### src/rtl/eia_pkg.sv
package eia_pkg;
  localparam int unsigned NUM_EXT     = 16;
  localparam int unsigned NUM_NMI     = 2;
  localparam int unsigned NUM_DED     = 4;
  localparam int unsigned NUM_SRC     = NUM_EXT + NUM_NMI;
  localparam int unsigned NUM_IRQ     = NUM_DED + 1;
  localparam int unsigned DATA_W      = 32;
  localparam int unsigned ADDR_W      = 4;
  localparam int unsigned SYNC_STAGES = 2;

  localparam logic [ADDR_W-1:0] STATUS_OFF = 4'h0;
  localparam logic [ADDR_W-1:0] ENABLE_OFF = 4'h4;

  // Non-maskable flag k sits at bit NMI_TOP_BIT - k of the status word
  localparam int unsigned NMI_TOP_BIT = DATA_W - 1;

  typedef enum logic [1:0] {
    SEL_NONE   = 2'd0,
    SEL_STATUS = 2'd1,
    SEL_ENABLE = 2'd2
  } reg_sel_e;
endpackage

### src/rtl/eia_sync_edge.sv
module eia_sync_edge #(
  parameter int unsigned WIDTH  = 18,
  parameter int unsigned STAGES = 2
) (
  input  logic             clk,
  input  logic             rst_n,
  input  logic [WIDTH-1:0] async_i,
  output logic [WIDTH-1:0] rise_o
);
  logic [WIDTH-1:0] stage_q [STAGES];
  logic [WIDTH-1:0] last_q;

  always_ff @(posedge clk or negedge rst_n) begin
    if (!rst_n) stage_q[0] <= '0;
    else        stage_q[0] <= async_i;
  end

  for (genvar s = 1; s < STAGES; s++) begin : g_stage
    always_ff @(posedge clk or negedge rst_n) begin
      if (!rst_n) stage_q[s] <= '0;
      else        stage_q[s] <= stage_q[s-1];
    end
  end

  always_ff @(posedge clk or negedge rst_n) begin
    if (!rst_n) last_q <= '0;
    else        last_q <= stage_q[STAGES-1];
  end

  assign rise_o = stage_q[STAGES-1] & ~last_q;

  // An edge event lasts one cycle, never two in a row
  p_single_pulse_r4: assert property (@(posedge clk) disable iff (!rst_n)
    (|rise_o) |=> ((rise_o & $past(rise_o)) == '0));
endmodule

### src/rtl/eia_flag_bank.sv
module eia_flag_bank #(
  parameter int unsigned WIDTH = 18
) (
  input  logic             clk,
  input  logic             rst_n,
  input  logic [WIDTH-1:0] set_i,
  input  logic [WIDTH-1:0] clr_i,
  output logic [WIDTH-1:0] flag_o
);
  for (genvar i = 0; i < WIDTH; i++) begin : g_flag
    always_ff @(posedge clk or negedge rst_n) begin
      if (!rst_n)        flag_o[i] <= 1'b0;
      else if (set_i[i]) flag_o[i] <= 1'b1;
      else if (clr_i[i]) flag_o[i] <= 1'b0;
    end
  end

  p_set_wins_r6: assert property (@(posedge clk) disable iff (!rst_n)
    (|set_i) |=> ((flag_o & $past(set_i)) == $past(set_i)));

  p_clear_r5: assert property (@(posedge clk) disable iff (!rst_n)
    (|(clr_i & ~set_i)) |=> ((flag_o & $past(clr_i & ~set_i)) == '0));

  p_no_spurious_r4: assert property (@(posedge clk) disable iff (!rst_n)
    1'b1 |=> ((flag_o & ~$past(flag_o) & ~$past(set_i)) == '0));
endmodule

### src/rtl/eia_req_combine.sv
module eia_req_combine #(
  parameter int unsigned NUM_EXT = 16,
  parameter int unsigned NUM_DED = 4
) (
  input  logic [NUM_EXT-1:0] flag_i,
  input  logic [NUM_EXT-1:0] en_i,
  output logic [NUM_DED:0]   irq_o
);
  logic [NUM_EXT-1:0] active;
  assign active = flag_i & en_i;

  for (genvar n = 0; n < NUM_DED; n++) begin : g_ded
    assign irq_o[n] = active[n];
  end

  assign irq_o[NUM_DED] = |active[NUM_EXT-1:NUM_DED];
endmodule

### src/rtl/eia_regif.sv
module eia_regif
  import eia_pkg::*;
#(
  parameter int unsigned N_EXT = NUM_EXT,
  parameter int unsigned N_NMI = NUM_NMI
) (
  input  logic                   clk,
  input  logic                   rst_n,
  input  logic [ADDR_W-1:0]      addr_i,
  input  logic                   wr_i,
  input  logic [DATA_W-1:0]      wdata_i,
  input  logic [N_EXT+N_NMI-1:0] flag_i,
  output logic [N_EXT+N_NMI-1:0] clr_o,
  output logic [N_EXT-1:0]       en_o,
  output logic [DATA_W-1:0]      rdata_o
);
  reg_sel_e sel;

  always_comb begin
    unique case (addr_i)
      STATUS_OFF: sel = SEL_STATUS;
      ENABLE_OFF: sel = SEL_ENABLE;
      default:    sel = SEL_NONE;
    endcase
  end

  // Enable register
  always_ff @(posedge clk or negedge rst_n) begin
    if (!rst_n)                         en_o <= '0;
    else if (wr_i && sel == SEL_ENABLE) en_o <= wdata_i[N_EXT-1:0];
  end

  // Status word view and write-one-to-clear decode
  logic [DATA_W-1:0] status_word;
  logic [DATA_W-1:0] enable_word;

  always_comb begin
    status_word = '0;
    status_word[N_EXT-1:0] = flag_i[N_EXT-1:0];
    for (int k = 0; k < N_NMI; k++)
      status_word[NMI_TOP_BIT-k] = flag_i[N_EXT+k];
    enable_word = '0;
    enable_word[N_EXT-1:0] = en_o;
  end

  always_comb begin
    clr_o = '0;
    if (wr_i && sel == SEL_STATUS) begin
      clr_o[N_EXT-1:0] = wdata_i[N_EXT-1:0];
      for (int k = 0; k < N_NMI; k++)
        clr_o[N_EXT+k] = wdata_i[NMI_TOP_BIT-k];
    end
  end

  always_comb begin
    unique case (sel)
      SEL_STATUS: rdata_o = status_word;
      SEL_ENABLE: rdata_o = enable_word;
      default:    rdata_o = '0;
    endcase
  end

  // Writes to unused addresses leave the enable register alone
  p_stray_write_r12: assert property (@(posedge clk) disable iff (!rst_n)
    (wr_i && sel == SEL_NONE) |=> $stable(en_o));
endmodule

### src/rtl/ext_irq_aggregator.sv
module ext_irq_aggregator
  import eia_pkg::*;
(
  input  logic               clk,
  input  logic               rst_n,
  input  logic [NUM_EXT-1:0] ext_req_i,
  input  logic [NUM_NMI-1:0] nmi_i,
  input  logic [ADDR_W-1:0]  reg_addr,
  input  logic               reg_wr,
  input  logic [DATA_W-1:0]  reg_wdata,
  output logic [DATA_W-1:0]  reg_rdata,
  output logic [NUM_IRQ-1:0] irq_o,
  output logic [NUM_NMI-1:0] nmi_req_o
);
  logic [NUM_SRC-1:0] rise;
  logic [NUM_SRC-1:0] clr;
  logic [NUM_SRC-1:0] flag;
  logic [NUM_EXT-1:0] en;

  eia_sync_edge #(.WIDTH(NUM_SRC), .STAGES(SYNC_STAGES)) u_sync (
    .clk     (clk),
    .rst_n   (rst_n),
    .async_i ({nmi_i, ext_req_i}),
    .rise_o  (rise)
  );

  eia_flag_bank #(.WIDTH(NUM_SRC)) u_flags (
    .clk    (clk),
    .rst_n  (rst_n),
    .set_i  (rise),
    .clr_i  (clr),
    .flag_o (flag)
  );

  eia_regif #(.N_EXT(NUM_EXT), .N_NMI(NUM_NMI)) u_regs (
    .clk     (clk),
    .rst_n   (rst_n),
    .addr_i  (reg_addr),
    .wr_i    (reg_wr),
    .wdata_i (reg_wdata),
    .flag_i  (flag),
    .clr_o   (clr),
    .en_o    (en),
    .rdata_o (reg_rdata)
  );

  eia_req_combine #(.NUM_EXT(NUM_EXT), .NUM_DED(NUM_DED)) u_comb (
    .flag_i (flag[NUM_EXT-1:0]),
    .en_i   (en),
    .irq_o  (irq_o)
  );

  assign nmi_req_o = flag[NUM_SRC-1:NUM_EXT];

  // Writing an all-zero enable mask silences every maskable request
  p_gate_off_r7: assert property (@(posedge clk) disable iff (!rst_n)
    (reg_wr && reg_addr == ENABLE_OFF && reg_wdata[NUM_EXT-1:0] == '0)
      |=> (irq_o == '0));
endmodule

### config.mk
export PLATFORM = sky130hd
export DESIGN_NAME = ext_irq_aggregator
export DESIGN_NICKNAME = d
export VERILOG_FILES = /design/src/rtl/eia_pkg.sv /design/src/rtl/eia_sync_edge.sv /design/src/rtl/eia_flag_bank.sv /design/src/rtl/eia_req_combine.sv /design/src/rtl/eia_regif.sv /design/src/rtl/ext_irq_aggregator.sv
export SDC_FILE = /design/constraint.sdc
export NUM_CORES = 1
export LEC_CHECK = 0
export BUFFER_PORTS_ARGS = -buffer_cell sky130_fd_sc_hd__buf_2
export CAP_MARGIN = 20
export CORE_UTILIZATION = 45
export CTS_CLUSTER_DIAMETER = 80
export CTS_CLUSTER_SIZE = 10
export DETAILED_ROUTE_END_ITERATION = 7
export PLACE_DENSITY_LB_ADDON = 0.3
export REMOVE_ABC_BUFFERS = 1
export SLEW_MARGIN = 10
export SYNTH_ARGS = -nofsm -noshare
export SYNTH_HDL_FRONTEND = slang
export SYNTH_HIERARCHICAL = 1
export SYNTH_SLANG_ARGS = --single-unit
### constraint.sdc
create_clock -name clk -period 1.35 [get_ports clk]
set_input_delay 0.0675 -clock clk [delete_from_list [all_inputs] [get_ports clk]]
set_output_delay 0.0675 -clock clk [all_outputs]
set_load 0.05 [all_outputs]
==> run metrics, run 1 <==
via count 2361; top cells by count, synth dfrtp_1 (88), inv_1 (19), a21o_1 (18), and3_1 (18), nor2b_4 (18); I/O pins 96; Syn Area/Cell 13.9 sq um; Fin Clk Skew 0.00989 ns; Clock Path Buffers 2; hold slack 0.151 ns; HPWL after detailed placement 4340 um; finished layout cell area 0.00511 sq mm; Synth cell types 25; # setup viols final 16; largest net degree at the start of global routing 38; period utilization 1.16; Core Util, Final 0.689; crit path time final 1.57 ns; DR pass1 iterations 4; starting density of the core 0.478; crit path max fanout 3; Seq cells post-synth 88; wire length per cell 14.8 um; Clock Latency Late Sink 0.35 ns; number of global-route vias before repair 2407; Mapped Cells 255; antenna violations before repair 0; RSZ-0062 raised after global routing true; overall routing resource usage 0.190; Ys Warns 6; worst path required time 1.28 ns; antenna-violating nets left 0; Synth top area share 0.622; FP Rows 31; cell taking the most area after synthesis dfrtp_1; Final nets 449; Antenna Cells 0; Post-synth EDFFs 0; worst IR drop on VDD 0.000556 V; max-cap violation count 0; H-tree depth 3; Pwr Density 1100 mW/mm^2; Routed WL 7300 um; Area contributors post-synth dfrtp_1 (62%), nor2b_4 (7.0%), mux2_4 (4.2%); fin worst setup slack -0.215 ns; CP endpoint kind output port; share of layout cells above drive strength 1 0.476; Clock transition at path regs 0.08 ns; input/output buffers 67; top-count cell post-synth dfrtp_1; Die Height 90.7 um; crit start category flop; Post-route DRC 0; Seq/Total Area, Yosys 0.622; fin. max-slew vios 0; crit path DAT 1.50 ns; Die Area 0.00822 sq mm; grt ovf 0; outcome complete, but fails checks; Placer Congestion 0.742; Iter 0 DRT Violations 90; Non-Filler Instances 494; CTS tree yes; Worst Hold Class in2reg; Final Hold Vio Count 0; Die Wd 90.7 um; root buffer cell clkbuf_8; Avg Vias per Cell 4.78; failing checks setup timing; area grow syn2layout 44.3%; DP Area 0.00401 sq mm; Core Region 0.00741 sq mm; Cell Area, Synth 0.00354 sq mm; Setup Crit Path Kind reg2out; Leakage 2.32 nW; cell count after placement 421; Fmax achieved 0.639 GHz; FFs w/ async S/R, synth 1.00; Num CTS Buffers 9; Power Total 5.63 mW; Clock Sinks 88; first-pass GRT wire length 11800 um; Top FF cell, synth dfrtp_1
## sequential cells by signal (all words and copies together) (netlist names)
| name | count |
|---|---|
| u_flags/flag_o | 18 |
| u_regs/en_o | 16 |
| u_sync/last_q | 18 |
| u_sync/stage_q | 36 |
## final timing paths
| check | startpoint | endpoint | depth (start not counted) | slack (ns) |
|---|---|---|---|---|
| worst max-delay path | u_flags/flag_o[12] | irq_o[4] | 4 | -0.22 |
| worst min-delay path | reg_wdata[30] | u_flags/flag_o[17] | 4 | 0.15 |
| min in group asynchronous | rst_n | u_sync/stage_q[35] | 2 | 0.18 |
| worst max register to register | u_regs/en_o[9] | u_regs/en_o[9] | 2 | 0.44 |
| max in group asynchronous | rst_n | u_flags/flag_o[11] | 3 | 0.66 |
| worst min register to register | u_sync/stage_q[26] | u_sync/stage_q[8] | 0 | 0.35 |
## through the flow
step                setup slack [ns]  TNS, ns
floorplan                     -0.632   -17.46
global placement              -0.314   -10.79
detailed placement            -0.390   -14.55
CTS                           -0.230    -1.08
global route                  -0.343    -2.46
finish                        -0.215    -1.30
## final cells by class
class                   count  area (sq um)
inverters                  19          71.3
clock buffers              12           145
clock inverters             4          30.0
fillers                   477          2300
flip-flops and latches     88          2200
well taps                  99           124
repair buffers            136          1220
multi-input cells         136          1320
## logic make-up (layout without fill, tap and decap cells)
kind of cell             Yosys count  after routing  share of synthesized area
adder cells (fa/ha/maj)            2              2                    0.00707
AO/OA/AOI/OAI                     40             40                     0.0923
flip-flops                        88             88                      0.622
AND/OR/NAND/NOR                   64             64                      0.144
buffers and inverters             44            171                     0.0718
other                              1             14                    0.00106
multiplexers                      16             16                     0.0615
## critical path, cell delays in order, from the launching register on
cell and delay, ns:
dfrtp_1 0.42, a22o_1 0.23, a221oi_2 0.19, nand3_1 0.14
buf_6 0.18
## placed cells by master, fill, tap and decap left out, drive strengths merged, types with 5 or more instances in the layout
cell type,count
nor2,16
mux2,16
clkbuf,12
conb,14
dlygate4sd3,35
nor2b,18
buf,101
dfrtp,88
a22oi,16
and3,18
and2,5
inv,19
a21o,18
## repair_timing
action | CTS | global route
pin swaps | 12 | 11
hold endpoints to repair | 122 | 0
buffers inserted | 6 | 15
gates cloned | 2 | 0
endpoints found under the setup margin | 21 | 19
hold buffers | 35 | 0
resized for setup | 74 | 21
## power by group
part	leakage [nW]	internal [mW]	switching, mW
clock network	0.0866	0.723	0.869
registers	0.988	2.85	0.180
logic	1.25	0.501	0.500
## routing by layer
layer,global-route usage,up-vias,part of all wire
li1,-,1103,-
met1,0.234,1173,0.43
met2,0.311,64,0.51
met3,0.0564,21,0.042
met4,0.0793,0,0.024
met5,0,-,0
(Power assumes the default switching activity.)
==> run 2, diff against run 1 <==
SKIP_LAST_GASP = 1   (was unset)
==> run metrics, run 2 (synthesis results as in run 1) <==
Core Util, Final 0.687 (was 0.689); Core Region 0.00741 sq mm (unchanged); HPWL after detailed placement 4340 um (unchanged); Fin Clk Skew 0.0149 ns (was 0.00989 ns); met1 Resource Use GR 0.232 (was 0.234); setup slack at placement -0.390 ns (unchanged); register area 0.00220 sq mm (unchanged); largest net degree at the start of global routing 38 (unchanged); area of the multi-input gates 0.00132 sq mm (about the same); DR pass1 iterations 4 (unchanged); Non-Filler Instances 492 (was 494); crit path time final 1.69 ns (was 1.57 ns); Routed WL 7690 um (was 7300 um); max-cap violation count 0 (unchanged); Cell Int Power 4.08 mW (about the same); crit start category flop (unchanged); net switching power 1.60 mW (was 1.55 mW); root buffer cell clkbuf_8 (unchanged); Die Area 0.00822 sq mm (unchanged); input/output buffers 67 (unchanged); Clock Latency Late Sink 0.36 ns (was 0.35 ns); largest register by flop count u_sync/stage_q (unchanged); Clock Sinks 88 (unchanged); Antenna Cells 0 (unchanged); fin. max-slew vios 0 (unchanged); via count 2341 (was 2361); share of layout cells above drive strength 1 0.476 (about the same); Clock Path Buffers 2 (unchanged); max reg flops 36 (unchanged); Num CTS Buffers 9 (unchanged); overall routing resource usage 0.185 (was 0.190); RSZ-0062 raised after global routing true (unchanged); Avg Vias per Cell 4.76 (was 4.78); number of global-route vias before repair 2345 (was 2407); grt peak-use layer met2 (unchanged); Reg power frac 0.537 (was 0.539); crit path DAT 1.62 ns (was 1.50 ns); area grow syn2layout 43.8% (was 44.3%); sw frac 0.282 (was 0.275); Final Hold Vio Count 0 (unchanged); worst path required time 1.28 ns (about the same); Crit Reg-Reg Startpoint u_regs/en_o[9] (unchanged); Clk pwr share 0.284 (was 0.283); Leakage 2.31 nW (was 2.32 nW); CP startpoint u_flags/flag_o[9] (was u_flags/flag_o[12]); first-pass GRT wire length 11500 um (was 11800 um); grt ovf 0 (unchanged); Pwr Density 1110 mW/mm^2 (was 1100 mW/mm^2); finished layout cell area 0.00509 sq mm (was 0.00511 sq mm); met2 usage 0.307 (was 0.311); crit path max fanout 3 (unchanged); antenna-violating nets left 0 (unchanged); Die Height 90.7 um (unchanged); Setup Crit Path Kind reg2out (unchanged); DP Area 0.00401 sq mm (unchanged); CTS tree yes (unchanged); Die Wd 90.7 um (unchanged); GR Util met3 0.0547 (was 0.0564); fin worst setup slack -0.340 ns (was -0.215 ns); biggest regs u_sync/stage_q x36, u_flags/flag_o x18, u_sync/last_q x18 (unchanged); wire length per cell 15.6 um (was 14.8 um); Final nets 447 (was 449); Iter 0 DRT Violations 75 (was 90); failing checks setup timing (unchanged); most common cell after layout, fill and taps aside dfrtp_1 (unchanged); hold_sp reg_wdata[30] (unchanged); FP Rows 31 (unchanged); CP endpoint kind output port (unchanged); Clock transition at path regs 0.08 ns (about the same); Worst Hold Class in2reg (unchanged); H-tree depth 3 (unchanged); # setup viols final 16 (unchanged); Post-route DRC 0 (unchanged); outcome complete, but fails checks (unchanged); fillers 475 (was 477); I/O pins 96 (unchanged); cell count after placement 421 (unchanged); worst IR drop on VDD 0.000556 V (about the same); most frequent cells in the layout dfrtp_1 (88), buf_2 (45), dlygate4sd3_1 (35) (unchanged); antenna violations before repair 0 (unchanged); period utilization 1.25 (was 1.16); combinational fraction of design power 0.179 (was 0.178); Fmax achieved 0.592 GHz (was 0.639 GHz); Placer Congestion 0.742 (unchanged); starting density of the core 0.478 (unchanged)
==> run 2: cell types whose count changed in the layout (fill, tap and decap cells not counted), sizes merged <==
cell  delta
buf      -2
==> run 2: timing repair <==
| action | 4_1_cts | 5_1_grt |
|---|---|---|
| buffers inserted | 6 | 12 |
| setup endpoints to repair | 21 | 19 |
| gates cloned | 2 | 0 |
| pin swaps | 10 | 8 |
| endpoints found under the hold margin | 122 | 0 |
| hold buffers | 35 | 0 |
| resized for setup | 72 | 21 |
==> run 2: metal layers <==
layer  up-vias  share of wire
li1       1099              -
met4         0          0.029
met5         -              0
met2        69           0.51
met1      1155           0.41
met3        18          0.044
==> run 2: worst paths after layout <==
| kind | depth (start not counted) | endpoint | slack [ns] |
|---|---|---|---|
| hold / removal | 4 | u_flags/flag_o[17] | 0.15 |
| setup / recovery | 4 | irq_o[4] | -0.34 |
| setup reg to reg | 2 | u_regs/en_o[9] | 0.43 |
| hold reg to reg | 0 | u_sync/stage_q[12] | 0.35 |
| min in group asynchronous | 2 | u_regs/en_o[15] | 0.18 |
| max in group asynchronous | 3 | u_flags/flag_o[11] | 0.64 |
==> run 2: critical path, cell delays in order (launching register included) <==
cell and delay [ns]:
dfrtp_1 0.43, a22o_1 0.30, a221oi_2 0.21, nand3_1 0.15
buf_6 0.19
==> run 2: power by group through the flow <==
stage / Clock (mW) / Sequential, mW / Combinational, mW
6_report: 1.61 / 3.05 / 1.01
5_1_grt: 1.77 / 3.07 / 1.07
4_1_cts: 1.66 / 3.03 / 0.953
3_5_place_dp: 0 / 3.06 / 0.795
3_3_place_gp: 0 / 3.05 / 0.777
2_1_floorplan: 0 / 3.03 / 0.539
==> run 2: area by class of cell <==
cell class | instances | share of cell area
tap | 99 | 0.0243
multi-input combinational | 136 | 0.259
inverter | 19 | 0.0140
clock inverter | 4 | 0.00590
sequential | 88 | 0.433
clock buffer | 12 | 0.0285
timing repair buffer | 134 | 0.235
==> run 2: per-stage QoR <==
stage,total power [mW],hold slack [ns],setup TNS (ns)
after floorplan,3.57,-0.228,-17.46
after global placement,3.83,0.0121,-10.79
after detailed placement,3.86,0.0158,-14.55
after CTS,5.63,0.135,-1.11
after global routing,5.92,0.161,-2.42
final,5.67,0.149,-1.45
